--- src/rtl/sag_pkg.sv ---
package sag_pkg;

    typedef enum logic [1:0] {
        SEQ_IDLE = 2'd0,
        SEQ_RUN  = 2'd1,
        SEQ_DONE = 2'd2
    } seq_state_e;

endpackage

--- src/rtl/sag_bank_geom.sv ---
module sag_bank_geom #(
    parameter int STRIDE_W  = 16,
    parameter int NUM_BANKS = 8,
    localparam int BANK_BITS = $clog2(NUM_BANKS)
) (
    input  logic [STRIDE_W-1:0]  stride,
    output logic [BANK_BITS:0]   banks_used,
    output logic [STRIDE_W-1:0]  intra_stride
);

    // gcd with a power-of-two bank count: lowest set bit of the stride, capped
    int gcd_log;

    always_comb begin
        gcd_log = BANK_BITS;
        for (int i = BANK_BITS - 1; i >= 0; i--) begin
            if (stride[i]) gcd_log = i;
        end
        banks_used   = (BANK_BITS + 1)'(NUM_BANKS) >> gcd_log;
        intra_stride = stride >> gcd_log;
    end

endmodule

--- src/rtl/sag_addr_split.sv ---
module sag_addr_split #(
    parameter int ADDR_W     = 32,
    parameter int NUM_BANKS  = 8,
    parameter int WORD_BYTES = 8,
    localparam int BANK_BITS  = $clog2(NUM_BANKS),
    localparam int WORD_SHIFT = $clog2(WORD_BYTES),
    localparam int BANK_W     = (BANK_BITS > 0) ? BANK_BITS : 1,
    localparam int OFF_W      = ADDR_W - WORD_SHIFT - BANK_BITS
) (
    input  logic [ADDR_W-1:0] byte_addr,
    output logic [BANK_W-1:0] bank,
    output logic [OFF_W-1:0]  offset
);

    logic [ADDR_W-1:0] word_addr;

    assign word_addr = byte_addr >> WORD_SHIFT;
    assign offset    = OFF_W'(word_addr >> BANK_BITS);

    generate
        if (BANK_BITS == 0) begin : g_single_bank
            logic unused_word;
            assign unused_word = ^word_addr;
            assign bank = '0;
        end else begin : g_interleaved
            assign bank = BANK_W'(word_addr);
        end
    endgenerate

endmodule

--- src/rtl/sag_seq.sv ---
module sag_seq
    import sag_pkg::*;
#(
    parameter int ADDR_W   = 32,
    parameter int STRIDE_W = 16,
    parameter int LEN_W    = 16,
    parameter int SIZE_W   = 2
) (
    input  logic                clk,
    input  logic                rst_n,
    input  logic                start,
    input  logic [ADDR_W-1:0]   cfg_base,
    input  logic [STRIDE_W-1:0] cfg_stride,
    input  logic [LEN_W-1:0]    cfg_len,
    input  logic [SIZE_W-1:0]   cfg_size,
    input  logic                adv,
    output logic                valid,
    output logic [ADDR_W-1:0]   addr,
    output logic                last,
    output logic                done,
    output logic [STRIDE_W-1:0] stride
);

    typedef struct packed {
        seq_state_e          st;
        logic [ADDR_W-1:0]   addr;
        logic [ADDR_W-1:0]   step;
        logic [LEN_W-1:0]    left;
        logic [STRIDE_W-1:0] stride;
    } seq_t;

    seq_t s_d, s_q;

    always_comb begin
        s_d = s_q;
        if (start) begin
            s_d.addr   = cfg_base;
            s_d.step   = ADDR_W'(cfg_stride) << cfg_size;
            s_d.left   = cfg_len;
            s_d.stride = cfg_stride;
            s_d.st     = (cfg_len == '0) ? SEQ_DONE : SEQ_RUN;
        end else if (s_q.st == SEQ_RUN && adv) begin
            if (s_q.left == LEN_W'(1)) begin
                s_d.st = SEQ_DONE;
            end else begin
                s_d.addr = s_q.addr + s_q.step;
                s_d.left = s_q.left - LEN_W'(1);
            end
        end
    end

    always_ff @(posedge clk or negedge rst_n) begin
        if (!rst_n) begin
            s_q <= '{st: SEQ_IDLE, addr: '0, step: '0, left: '0, stride: '0};
        end else begin
            s_q <= s_d;
        end
    end

    assign valid  = (s_q.st == SEQ_RUN);
    assign done   = (s_q.st == SEQ_DONE);
    assign last   = valid && (s_q.left == LEN_W'(1));
    assign addr   = s_q.addr;
    assign stride = s_q.stride;

    // an offered element and the done flag exclude each other
    a_r4_valid_done_excl: assert property (@(posedge clk) disable iff (!rst_n)
        !(valid && done));

    // without an advance the offered address holds
    a_r3_hold: assert property (@(posedge clk) disable iff (!rst_n)
        (valid && !adv && !start) |=> (valid && $stable(addr)));

    // an accepted non-last element moves the address by one step
    a_r3_step: assert property (@(posedge clk) disable iff (!rst_n)
        (valid && adv && !last && !start) |=> (valid && addr == $past(addr) + $past(s_q.step)));

    // taking the last element finishes the stream
    a_r4_last_to_done: assert property (@(posedge clk) disable iff (!rst_n)
        (valid && adv && last && !start) |=> (done && !valid));

    // done stays until a new start
    a_r4_done_hold: assert property (@(posedge clk) disable iff (!rst_n)
        (done && !start) |=> (done && $stable(addr)));

    // a start always produces an element or done
    a_r2_start_acts: assert property (@(posedge clk) disable iff (!rst_n)
        start |=> (valid || done));

endmodule

--- src/rtl/stride_addr_gen.sv ---
module stride_addr_gen #(
    parameter int ADDR_W     = 32,
    parameter int STRIDE_W   = 16,
    parameter int LEN_W      = 16,
    parameter int SIZE_W     = 2,
    parameter int NUM_BANKS  = 8,
    parameter int WORD_BYTES = 8,
    localparam int BANK_BITS  = $clog2(NUM_BANKS),
    localparam int WORD_SHIFT = $clog2(WORD_BYTES),
    localparam int BANK_W     = (BANK_BITS > 0) ? BANK_BITS : 1,
    localparam int OFF_W      = ADDR_W - WORD_SHIFT - BANK_BITS
) (
    input  logic                clk,
    input  logic                rst_n,
    input  logic                start,
    input  logic [ADDR_W-1:0]   cfg_base,
    input  logic [STRIDE_W-1:0] cfg_stride,
    input  logic [LEN_W-1:0]    cfg_len,
    input  logic [SIZE_W-1:0]   cfg_size,
    input  logic                adv,
    output logic                elem_valid,
    output logic [ADDR_W-1:0]   elem_addr,
    output logic [BANK_W-1:0]   elem_bank,
    output logic [OFF_W-1:0]    elem_offset,
    output logic                elem_last,
    output logic                done,
    output logic [BANK_BITS:0]  banks_used,
    output logic [STRIDE_W-1:0] intra_stride
);

    logic [STRIDE_W-1:0] stride_q;

    sag_seq #(
        .ADDR_W   (ADDR_W),
        .STRIDE_W (STRIDE_W),
        .LEN_W    (LEN_W),
        .SIZE_W   (SIZE_W)
    ) u_seq (
        .clk        (clk),
        .rst_n      (rst_n),
        .start      (start),
        .cfg_base   (cfg_base),
        .cfg_stride (cfg_stride),
        .cfg_len    (cfg_len),
        .cfg_size   (cfg_size),
        .adv        (adv),
        .valid      (elem_valid),
        .addr       (elem_addr),
        .last       (elem_last),
        .done       (done),
        .stride     (stride_q)
    );

    sag_addr_split #(
        .ADDR_W     (ADDR_W),
        .NUM_BANKS  (NUM_BANKS),
        .WORD_BYTES (WORD_BYTES)
    ) u_split (
        .byte_addr (elem_addr),
        .bank      (elem_bank),
        .offset    (elem_offset)
    );

    sag_bank_geom #(
        .STRIDE_W  (STRIDE_W),
        .NUM_BANKS (NUM_BANKS)
    ) u_geom (
        .stride       (stride_q),
        .banks_used   (banks_used),
        .intra_stride (intra_stride)
    );

    // bank coverage is a power of two no larger than the bank count
    a_r7_banks_pow2: assert property (@(posedge clk) disable iff (!rst_n)
        ($countones(banks_used) == 1) && (banks_used <= (BANK_BITS + 1)'(NUM_BANKS)));

    // a start changes the stride figures only through the loaded stride
    a_r7_geom_stable: assert property (@(posedge clk) disable iff (!rst_n)
        !start |=> ($stable(banks_used) && $stable(intra_stride)));

endmodule

--- config.mk ---
export PLATFORM = sky130hd
export DESIGN_NAME = stride_addr_gen
export DESIGN_NICKNAME = d
export VERILOG_FILES = /design/src/rtl/sag_pkg.sv /design/src/rtl/sag_bank_geom.sv /design/src/rtl/sag_addr_split.sv /design/src/rtl/sag_seq.sv /design/src/rtl/stride_addr_gen.sv
export SDC_FILE = /design/constraint.sdc
export NUM_CORES = 1
export LEC_CHECK = 0
export ABC_CLOCK_PERIOD_IN_PS = 2500
export BUFFER_PORTS_ARGS = -buffer_cell sky130_fd_sc_hd__buf_2
export CORE_UTILIZATION = 49
export DETAILED_ROUTE_END_ITERATION = 12
export GPL_ROUTABILITY_DRIVEN = 0
export PLACE_DENSITY_LB_ADDON = 0.3
export SLEW_MARGIN = 30
export SYNTH_ARGS = -nofsm -noshare
export SYNTH_HDL_FRONTEND = slang
export SYNTH_SLANG_ARGS = --single-unit
--- constraint.sdc ---
create_clock -name clk -period 2.5 [get_ports clk]
set_clock_uncertainty 0.05 [all_clocks]
set_input_delay 0.25 -clock clk [delete_from_list [all_inputs] [get_ports clk]]
set_output_delay 0.25 -clock clk [all_outputs]
set_load 0.01 [all_outputs]
==> results of run 1 <==
logic make-up (layout without fill, tap and decap cells):
kind of cell / Yosys count / in the layout / synth area share (%)
AND/OR/NAND/NOR: 170 / 170 / 13.33
AO/OA/AOI/OAI: 166 / 166 / 17.13
buffers and inverters: 105 / 239 / 10.63
flip-flops: 85 / 85 / 34.96
multiplexers: 58 / 58 / 13.84
XOR/XNOR: 38 / 38 / 5.470
adder cells (fa/ha/maj): 22 / 22 / 4.647
other: 0 / 1 / 0
per-stage QoR:
step | total power [mW] | hold slack (ns)
floorplan | 2.905 | -0.09559
finish | 5.191 | 0.05101
CTS | 5.044 | 0.04703
global route | 5.452 | 0.05389
detailed placement | 3.423 | 0.2117
global placement | 3.378 | 0.2021
metal layers:
layer	wire length (microns)	up-vias	track usage (%)
met3	690	27	4.623
met2	7599	178	39.63
met1	6778	2503	31.28
li1	-	2516	-
met5	0	-	0
met4	367	0	9.649
cell type report:
cell class | instances | area (sq um)
flip-flops and latches | 85 | 2128
well taps | 168 | 210.2
multi-input cells | 454 | 3526
diodes | 1 | 2.502
inverters | 11 | 41.29
clock inverters | 4 | 95.09
clock buffers | 12 | 246.5
repair buffers | 212 | 1270
fillers | 984 | 4542
power groups by stage:
| stage | Sequential (mW) | Clock [mW] | Combinational (mW) |
|---|---|---|---|
| after CTS | 1.70 | 1.58 | 1.77 |
| after floorplan | 1.67 | 0 | 1.23 |
| final | 1.72 | 1.56 | 1.91 |
| after global placement | 1.70 | 0 | 1.67 |
| after global routing | 1.74 | 1.64 | 2.08 |
| after detailed placement | 1.72 | 0 | 1.71 |
sequential cells by signal, indices dropped and copies added (netlist names):
register / count
u_seq.stride: 16
u_seq.s_q: 37
u_seq.addr: 32
cell usage after synthesis, types with 2 or more instances:
library cell | n | area share [%]
nand2_1 | 70 | 4.3
nor2_1 | 31 | 1.9
buf_6 | 2 | 0.37
o211ai_1 | 5 | 0.62
or3_1 | 3 | 0.31
mux4_2 | 18 | 6.7
xnor2_1 | 21 | 3.0
dfrtp_1 | 85 | 35
nand4_1 | 5 | 0.51
nor4_1 | 5 | 0.51
or4_1 | 3 | 0.37
o31ai_1 | 3 | 0.37
inv_1 | 11 | 0.68
o2bb2ai_1 | 5 | 0.72
and3_1 | 10 | 1.0
nand3_1 | 17 | 1.4
nor3_1 | 6 | 0.49
buf_4 | 63 | 7.8
nor2b_1 | 6 | 0.62
a21oi_1 | 42 | 3.5
clkbuf_1 | 23 | 1.4
xor2_1 | 17 | 2.4
buf_1 | 5 | 0.31
o21a_1 | 6 | 0.74
and2_1 | 4 | 0.41
a21o_1 | 10 | 1.2
nand2b_1 | 3 | 0.31
o21ai_0 | 57 | 4.7
a31oi_1 | 3 | 0.31
o21bai_1 | 3 | 0.37
a22oi_1 | 3 | 0.37
a221o_1 | 3 | 0.49
mux2_2 | 29 | 5.4
ha_1 | 21 | 4.3
a21boi_0 | 2 | 0.25
mux2i_1 | 11 | 1.8
a211oi_1 | 8 | 0.99
worst max-delay path: stages, from the launching register on:
cell and delay, ns:
dfrtp_1 0.40, ha_2 0.20, fa_2 0.34, a21o_1 0.18, a221o_2 0.42, a21oi_4 0.18, buf_4 0.14, o21ai_2 0.07
a211oi_2 0.21, or4_1 0.13, nand3_1 0.06
worst min path at each step:
stage / endpoint / start / slack [ns] / cells past startpoint
floorplan: u_seq.addr[0] / rst_n / -0.1 / 0
global placement: u_seq.addr[27] / rst_n / 0.20 / 1
detailed placement: u_seq.addr[27] / rst_n / 0.21 / 1
CTS: u_seq.addr[29] / cfg_base[29] / 0.05 / 3
global route: u_seq.addr[9] / cfg_base[9] / 0.05 / 2
finish: u_seq.addr[29] / cfg_base[29] / 0.05 / 3
placed cells by master (no fill, tap or decap), types with 7 or more instances in the layout:
cell | synthesis | routed
ha_1 | 21 | 13
inv_1 | 11 | 10
xor2_1 | 17 | 17
a21o_1 | 10 | 10
and3_1 | 10 | 10
nand2_1 | 70 | 69
nand3_1 | 17 | 16
mux4_2 | 18 | 18
xnor2_1 | 21 | 20
a21oi_1 | 42 | 38
clkbuf_16 | 0 | 9
o21ai_0 | 57 | 49
buf_4 | 63 | 55
mux2_2 | 29 | 29
nor2_1 | 31 | 30
dfrtp_1 | 85 | 84
buf_2 | 1 | 151
o21ai_1 | 1 | 7
mux2i_1 | 11 | 11
timing repair:
item,CTS,global route
setup buffers,4,4
hold buffers,1,0
pin swaps,8,17
gates resized for setup,14,32
endpoints found under the setup margin,14,26
hold endpoints to repair,37,0
==> impl_metrics.py, run 1 <==
metrics = {
    "grt": {
        "grt_pass1_vias": 4972,
        "grt_first_pass_wirelength_microns": 24190,
        "overflow": 0,
        "grt_max_degree": 119,
        "antenna_found_initial": 1,
        "grt_usage_pct": 24.03,
    },
    "logic_synthesis": {
        "ys_seq_area_share_pct": 34.96,
        "syn_area_per_cell_sq_um": 9.448,
        "synth_warnings": 0,
        "synthDistinctLibCells": 62,
        "ys_ff_latch": 85,
        "synth_edf_count": 0,
        "async_flop_share_pct": 100.0,
        "netlist_area_sq_um": 6085,
        "postSynthCellCount": 644,
        "yosys_most_used_dff": "dfrtp_1",
        "synth_nets": 736,
    },
    "pwr": {
        "p_sw_share_pct": 33.05,
        "power_density_nw_per_um2": 690.3,
        "p_switching_mw": 1.716,
        "seqPwrFrac_pct": 33.1,
        "internal_power_mw": 3.476,
        "vdd_ir_drop_max_v": 0.0004502,
        "p_leak_nw": 3.406,
        "combPwrFrac_pct": 36.8,
        "p_clk_share_pct": 30.1,
    },
    "layout": {
        "final_nets": 865,
        "area_growth_pct": 23.59,
        "fin_util_pct": 62.34,
        "drive_gt1_share_pct": 39.97,
        "design_area_sq_um": 7520,
        "fin_cells": 947,
    },
    "die": {
        "std_cell_rows": 40,
        "die_h_microns": 113.4,
        "initial_core_util_pct": 50.45,
        "die-width_microns": 113.4,
        "die-area_sq_um": 12870,
        "ios": 154,
        "core_sq_um": 12060,
    },
    "route": {
        "drt_iter0_drc": 267,
        "drc_errors": 0,
        "via_count": 5224,
        "dr.pass1.iters": 4,
        "post_drt_wl_per_cell_microns": 16.30,
        "avgViaCountPerCell": 5.516,
        "routed_wl_microns": 15440,
        "ant_nets": 0,
    },
    "worst_setup_path": {
        "reg2reg_depth": 10,
        "reg2reg_slack_ns": -0.01,
        "cp.required_ns": 2.68,
        "cp-start-kind": "flop",
        "crit_type": "reg -> reg",
        "crit_path_start": "u_seq.s_q[32]",
        "cp-end-kind": "flop",
        "cp_data_arrival_time_ns": 2.69,
        "worstPathMaxFanout": 3,
        "r2r_end": "u_seq.addr[18]",
        "crit_end": "u_seq.addr[18]",
        "reg2reg_from": "u_seq.s_q[32]",
    },
    "clock_network": {
        "htree_levels": 3,
        "clkLatencyLatePin_ns": 0.35,
        "cts_buffers": 9,
        "cts.sinks": 85,
        "clockBufferDepth": 2,
        "tritoncts": "done",
        "cts-root-buf": "clkbuf_16",
        "clk_pin_slew_ns": 0.06,
    },
    "run_status": {
        "violations": "negative setup slack",
        "status": "complete, but fails checks",
    },
    "place": {
        "hpwl_microns": 10990,
        "place_ws_ns": -0.1187,
        "placed_cells": 921,
        "io_buffers": 153,
        "place_area_sq_um": 6889,
    },
    "sta": {
        "finalSetupViolCount": 1,
        "rsz0062_at_grt": "true",
        "postLayoutSetupSlackWorst_ns": -0.009881,
        "hold_viol_final": 0,
        "worst_pin_slew_ns": 0.7919,
        "tns_ns": -0.009881,
        "fin_crit_sh_pct": 100.4,
        "fmax_mhz": 398.4,
        "slew_headroom_pct": 47.15,
        "min_period_ns": 2.510,
        "slew_viol_final": 0,
    },
    "flow_run": {
        "drv_cap": 0,
    },
    "min_path": {
        "hold_path_class": "in -> reg",
    },
}
Power figures use the tool's default switching activity.
==> run 2: changes to the inputs <==
SYNTH_HIERARCHICAL = 1   (was unset)
==> run 2 against run 1 <==
The flow still finishes with violations (negative setup slack); non-clock buffer count fell by 8; via count rose by 1.9%; power fell by 3.2%; core utilization fell by 1.9 points.
==> impl_metrics.py, run 2 <==
metrics = {
    "run_status": {
        "status": "complete, but fails checks",
        "violations": "negative setup slack",
    },
    "logic_synthesis": {
        "yosys_most_used_dff": "dfrtp_1",
        "netlist_top_cells_area": "dfrtp_1, buf_4, mux2_2, ha_1, nand2_1",
        "synthDistinctLibCells": 63,
        "postSynthCellCount": 672,
        "synth_warnings": 6,
        "synth_top_cell_by_area": "dfrtp_1",
        "synth_edf_count": 0,
        "netlist_area_sq_um": 6178,
        "ys_top_cells_by_count": "dfrtp_1, buf_4, nand2_1, o21ai_0, a21oi_1",
        "ys_ff_latch": 85,
        "syn_area_per_cell_sq_um": 9.194,
        "synth.most_common_cell": "dfrtp_1",
        "synth_nets": 764,
        "ys_seq_area_share_pct": 34.43,
        "synth_top_area_share_pct": 34.43,
        "async_flop_share_pct": 100.0,
    },
    "pwr": {
        "total_power_mw": 5.024,
        "vdd_ir_drop_max_v": 0.0004166,
        "power_density_nw_per_um2": 683.3,
        "p_leak_nw": 3.365,
    },
    "die": {
        "initial_core_util_pct": 50.80,
        "core_sq_um": 12160,
        "std_cell_rows": 40,
        "die-area_sq_um": 13060,
        "ios": 154,
        "die-width_microns": 114.3,
        "die_h_microns": 114.3,
    },
    "route": {
        "via_count": 5323,
        "drc_errors": 0,
        "avgViaCountPerCell": 5.586,
        "drt_iter0_drc": 309,
        "routed_wl_microns": 15310,
        "ant_nets": 0,
        "post_drt_wl_per_cell_microns": 16.06,
        "dr.pass1.iters": 5,
    },
    "layout": {
        "final_nets": 871,
        "final_common_cell": "buf_2",
        "area_growth_pct": 19.00,
        "nFillCells": 1027,
        "fin_util_pct": 60.45,
        "drive_gt1_share_pct": 37.24,
        "layout_common_cells": "buf_2, dfrtp_1, nand2_1, o21ai_0, a21oi_1",
        "top_register": "u_seq/s_q",
        "largest_reg_flops": 37,
    },
    "sta": {
        "fmax_mhz": 381.9,
        "slew_viol_final": 0,
        "finalSetupViolCount": 6,
        "hold_viol_final": 0,
        "timing.hold.ws_ns": 0.05997,
        "worst_pin_slew_ns": 0.7451,
        "slew_headroom_pct": 50.27,
        "postLayoutSetupSlackWorst_ns": -0.1186,
        "min_period_ns": 2.619,
        "fin_crit_sh_pct": 104.7,
        "rsz0062_at_grt": "true",
    },
    "min_path": {
        "holdPathStages": 3,
        "holdPathEnd": "u_seq/addr[2]",
        "hold_path_class": "in -> reg",
        "min_from": "cfg_base[2]",
    },
    "grt": {
        "grt_usage_pct": 22.99,
        "antenna_found_initial": 1,
        "grt_first_pass_wirelength_microns": 23650,
        "grt_pass1_vias": 5015,
        "grt_max_degree": 107,
        "overflow": 0,
    },
    "worst_setup_path": {
        "reg2reg_from": "u_seq/s_q[32]",
        "r2r_end": "u_seq/addr[30]",
        "reg2reg_slack_ns": -0.12,
        "worstPathMaxFanout": 4,
        "reg2reg_depth": 9,
        "crit_path_start": "u_seq/s_q[32]",
        "crit_type": "reg -> reg",
        "cp-start-kind": "flop",
        "cp-end-kind": "flop",
        "cp_data_arrival_time_ns": 2.80,
        "cp.required_ns": 2.68,
    },
    "clock_network": {
        "clkLatencyLatePin_ns": 0.34,
        "clk_pin_slew_ns": 0.06,
        "tritoncts": "done",
        "htree_levels": 3,
        "cts-root-buf": "clkbuf_16",
        "cts_buffers": 9,
        "cts.sinks": 85,
        "clockBufferDepth": 2,
    },
    "flow_run": {
        "drv_cap": 0,
    },
    "place": {
        "hpwl_microns": 10820,
        "io_buffers": 153,
        "place_ws_ns": -0.1752,
    },
}
-- run 2: worst max-delay path, cell delays in order, from the launching register on --
cell     delay [ns]
dfrtp_1        0.42
ha_4           0.18
fa_2           0.34
a21o_1         0.20
a221o_1        0.36
a31oi_4        0.28
o21a_4         0.20
nor3_2         0.06
xor2_1         0.15
mux2_4         0.26
-- run 2: kinds of logic after synthesis --
logic type      count (synthesis)  share of synthesized area, %
compound gates                166                         15.98
fa+ha+maj                      22                         4.577
buf+inv                       118                         12.54
mux                            56                         11.32
flops                          85                         34.43
simple gates                  186                         15.63
xor+xnor                       39                         5.529
-- run 2: area by class of cell --
cell class / instances / area (sq um) / area share (%)
Clock buffer: 10 / 239.0 / 3.251
Multi-Input combinational cell: 470 / 3426 / 46.60
Timing Repair Buffer: 204 / 1204 / 16.37
Sequential cell: 85 / 2127 / 28.93
Antenna cell: 1 / 2.502 / 0.03404
Clock inverter: 6 / 110.1 / 1.498
Tap cell: 168 / 210.2 / 2.859
Inverter: 9 / 33.78 / 0.4595
-- run 2: worst max path at each step --
stage / end / depth (start not counted) / slack [ns]
detailed placement: u_seq/addr[30] / 9 / -0.18
floorplan: u_seq/addr[24] / 9 / -0.05
global placement: u_seq/addr[30] / 9 / -0.14
finish: u_seq/addr[30] / 9 / -0.12
global route: u_seq/addr[30] / 9 / -0.16
CTS: u_seq/addr[20] / 10 / -0.07
-- run 2: through the flow --
| step | std cells | TNS (ns) | area, sq um |
|---|---|---|---|
| 2_1_floorplan | 672 | -0.1079 | 6205 |
| 3_3_place_gp | 919 | -0.6152 | 6733 |
| 3_5_place_dp | 919 | -0.9381 | 6733 |
| 4_1_cts | 939 | -0.2648 | 7137 |
| 5_1_grt | 953 | -2.298 | 7352 |
| 6_report | 953 | -0.4396 | 7352 |
-- run 2: what timing repair did --
action,in CTS,in global routing
cloned,0,2
hold endpoints to repair,36,0
hold buffers,1,0
resized for setup,5,24
setup endpoints to repair,9,32
setup buffers,3,11
pin swaps,12,19
-- run 2: power by group --
group | internal, mW | switching (mW) | leakage (nW)
Clock | 1.00 | 0.552 | 0.165
Sequential | 1.53 | 0.182 | 1.02
Combinational | 0.827 | 0.926 | 2.18
-- run 2: metal layers --
| layer | up-vias | track usage [%] | routed length [microns] |
|---|---|---|---|
| met4 | 0 | 11.34 | 292 |
| li1 | 2567 | - | - |
| met3 | 24 | 3.441 | 717 |
| met2 | 194 | 37.90 | 7583 |
| met1 | 2538 | 29.57 | 6711 |
| met5 | - | 0 | 0 |
==> run 3: changes to the inputs <==
ABC_AREA = 1   (was unset)
CORE_UTILIZATION = 50   (was 49)
==> run 3 against run 2 <==
The flow now finishes without violations; sequential power about the same; non-clock buffer count is 44 lower; largest cell class unchanged; final area rose by 2.7%.
==> impl_metrics.py, run 3 <==
metrics = {
    "layout": {
        "final_common_cell": "nand2_1",
        "n_antenna_cell": 0,
        "largest_reg_flops": 37,
        "area_growth_pct": 7.710,
        "nFillCells": 1412,
        "layout_common_cells": "nand2_1, buf_2, inv_1, nand3_1, dfrtp_1",
        "final_nets": 1185,
        "top_register": "u_seq/s_q",
        "multi_input_area_sq_um": 3660,
        "register_area_sq_um": 2127,
        "drive_gt1_share_pct": 18.85,
        "fin_util_pct": 56.13,
    },
    "clock_network": {
        "cts_setup_buffers": 0,
        "clk_pin_slew_ns": 0.07,
        "htree_levels": 3,
        "clockBufferDepth": 2,
        "postCtsHoldBufs": 1,
        "cts-root-buf": "clkbuf_16",
        "post_cts_resize_count": 0,
        "tritoncts": "done",
        "cts.sinks": 85,
        "clkLatencyLatePin_ns": 0.36,
        "cts_buffers": 9,
    },
    "logic_synthesis": {
        "ys_ff_latch": 85,
        "synth_top_area_share_pct": 30.34,
        "synthDistinctLibCells": 42,
        "async_flop_share_pct": 100.0,
        "netlist_top_cells_area": "dfrtp_1, nand2_1, buf_4, nand3_1, inv_1",
        "synth_nets": 1123,
        "netlist_area_sq_um": 7010,
        "synth.most_common_cell": "nand2_1",
        "syn_area_per_cell_sq_um": 6.800,
        "ys_top_cells_by_count": "nand2_1, inv_1, nand3_1, dfrtp_1, buf_4",
        "postSynthCellCount": 1031,
        "ys_seq_area_share_pct": 30.34,
        "synth_edf_count": 0,
        "synth_warnings": 6,
        "synth_top_cell_by_area": "dfrtp_1",
        "yosys_most_used_dff": "dfrtp_1",
    },
    "route": {
        "routed_wl_microns": 18290,
        "post_drt_wl_per_cell_microns": 14.35,
        "drt_iter0_drc": 498,
        "avgViaCountPerCell": 5.258,
        "ant_nets": 0,
        "drc_errors": 0,
        "via_count": 6699,
        "dr.pass1.iters": 5,
    },
    "pwr": {
        "p_switching_mw": 1.853,
        "internal_power_mw": 2.876,
        "power_density_nw_per_um2": 626.3,
        "p_leak_nw": 4.095,
        "combPwrFrac_pct": 36.1,
        "p_sw_share_pct": 39.19,
        "total_power_mw": 4.729,
        "p_clk_share_pct": 27.2,
        "seqPwrFrac_pct": 36.6,
        "vdd_ir_drop_max_v": 0.0003637,
    },
    "worst_setup_path": {
        "crit_family": "simple AND/OR/NAND/NOR gates",
        "cp-end-kind": "flop",
        "crit_top_cell": "nand2_1",
        "crit_type": "reg -> reg",
        "cp.required_ns": 2.69,
        "worstPathMaxFanout": 4,
        "path_cells": "ha_1 -> fa_1 -> nand2_1 -> nand2_1 -> and2_1 -> nand3_1 -> nand3_1 -> nand2_1 -> nand3b_1 -> nand3_1 -> nand2_1",
        "max_stage_delay_ns": 0.41,
        "reg2reg_slack_ns": 0.25,
        "cp_data_arrival_time_ns": 2.44,
        "cp-start-kind": "flop",
        "cp_num_buf_inv": 0,
        "critPathSlowestCell": "fa_1",
    },
    "sta": {
        "slew_headroom_pct": 39.25,
        "hold_viol_final": 0,
        "rsz0062_at_grt": "false",
        "timing.hold.ws_ns": 0.07670,
        "finalSetupViolCount": 0,
        "min_period_ns": 2.251,
        "worst_pin_slew_ns": 0.9080,
        "postLayoutSetupSlackWorst_ns": 0.2490,
        "fin_crit_sh_pct": 90.04,
        "slew_viol_final": 0,
        "fmax_mhz": 444.2,
        "tns_ns": 0,
    },
    "die": {
        "die-width_microns": 120.4,
        "initial_core_util_pct": 52.11,
        "ios": 154,
        "std_cell_rows": 42,
        "die_h_microns": 120.4,
        "core_sq_um": 13450,
        "die-area_sq_um": 14500,
    },
    "grt": {
        "antenna_found_initial": 0,
        "overflow": 0,
        "grt_pass1_vias": 5991,
        "grt_usage_pct": 25.89,
        "grt_max_degree": 86,
        "grt_first_pass_wirelength_microns": 29430,
    },
    "place": {
        "place_ws_ns": 0.2865,
        "io_buffers": 153,
        "hpwl_microns": 13970,
    },
    "min_path": {
        "hold_path_class": "in -> reg",
    },
    "flow_run": {
        "drv_cap": 0,
    },
    "run_status": {
        "status": "finished, final reports clean",
    },
}
## run 3: cell types whose count changed after synthesis, sizes merged, moves of 11 or more
cell / change
a21oi: -33
a22oi: +15
and3: -14
inv: +104
mux2: -31
mux2i: -17
nand2: +281
nand3: +99
nor2: +42
o211ai: +18
o21ai: -11
xor2: -11
## run 3: metrics by stage
stage / area, sq um / instances
floorplan: 7010 / 1031
global placement: 7262 / 1257
detailed placement: 7262 / 1257
CTS: 7551 / 1274
global route: 7551 / 1274
finish: 7551 / 1274
## run 3: metal layers
metal | wire length (microns) | global-route usage (%) | part of all wire (%)
met5 | 0 | 0 | 0
met3 | 1429 | 5.849 | 7.8
met4 | 303 | 7.330 | 1.7
met1 | 8421 | 36.67 | 46
met2 | 8130 | 39.48 | 44
## run 3: worst reg2reg max path: stages (launching register included)
cell,delay [ns]
dfrtp_1,0.40
ha_1,0.23
fa_1,0.41
nand2_1,0.10
nand2_1,0.07
and2_1,0.17
nand3_1,0.08
nand3_1,0.23
nand2_1,0.16
nand3b_1,0.09
nand3_1,0.09
nand2_1,0.05
## run 3: cell families after synthesis
kind of cell / synth area share, %
and+or+nand+nor: 35.07
AOI/OAI and AO/OA: 10.73
DFF: 30.34
xor gates and xnor gates: 2.374
adders and majority gates: 4.034
buffers and inverters: 17.46
## run 3: final timing paths
path                              endpoint       startpoint  depth (start not counted)
min in group asynchronous    u_seq/s_q[96]            rst_n                          3
hold reg to reg            u_seq/stride[6]  u_seq/stride[6]                          2
setup / recovery            u_seq/addr[28]    u_seq/addr[0]                         11
hold / removal               u_seq/addr[9]      cfg_base[9]                          3
max in group asynchronous    u_seq/s_q[40]            rst_n                          3
setup reg to reg            u_seq/addr[28]    u_seq/addr[0]                         11
## run 3: power groups by stage
stage | Clock [mW] | Combinational, mW | Sequential [mW]
6_report | 1.29 | 1.71 | 1.73
5_1_grt | 1.37 | 1.92 | 1.76
4_1_cts | 1.30 | 1.70 | 1.73
3_5_place_dp | 0 | 1.69 | 1.76
3_3_place_gp | 0 | 1.68 | 1.75
2_1_floorplan | 0 | 1.43 | 1.68
## run 3: area by class of cell
cell class | instances | area share [%]
well taps | 176 | 2.916
clock inverters | 5 | 0.4805
flip-flops and latches | 85 | 28.17
inverters | 113 | 5.684
repair buffers | 160 | 11.07
multi-input cells | 724 | 48.47
clock buffers | 11 | 3.215
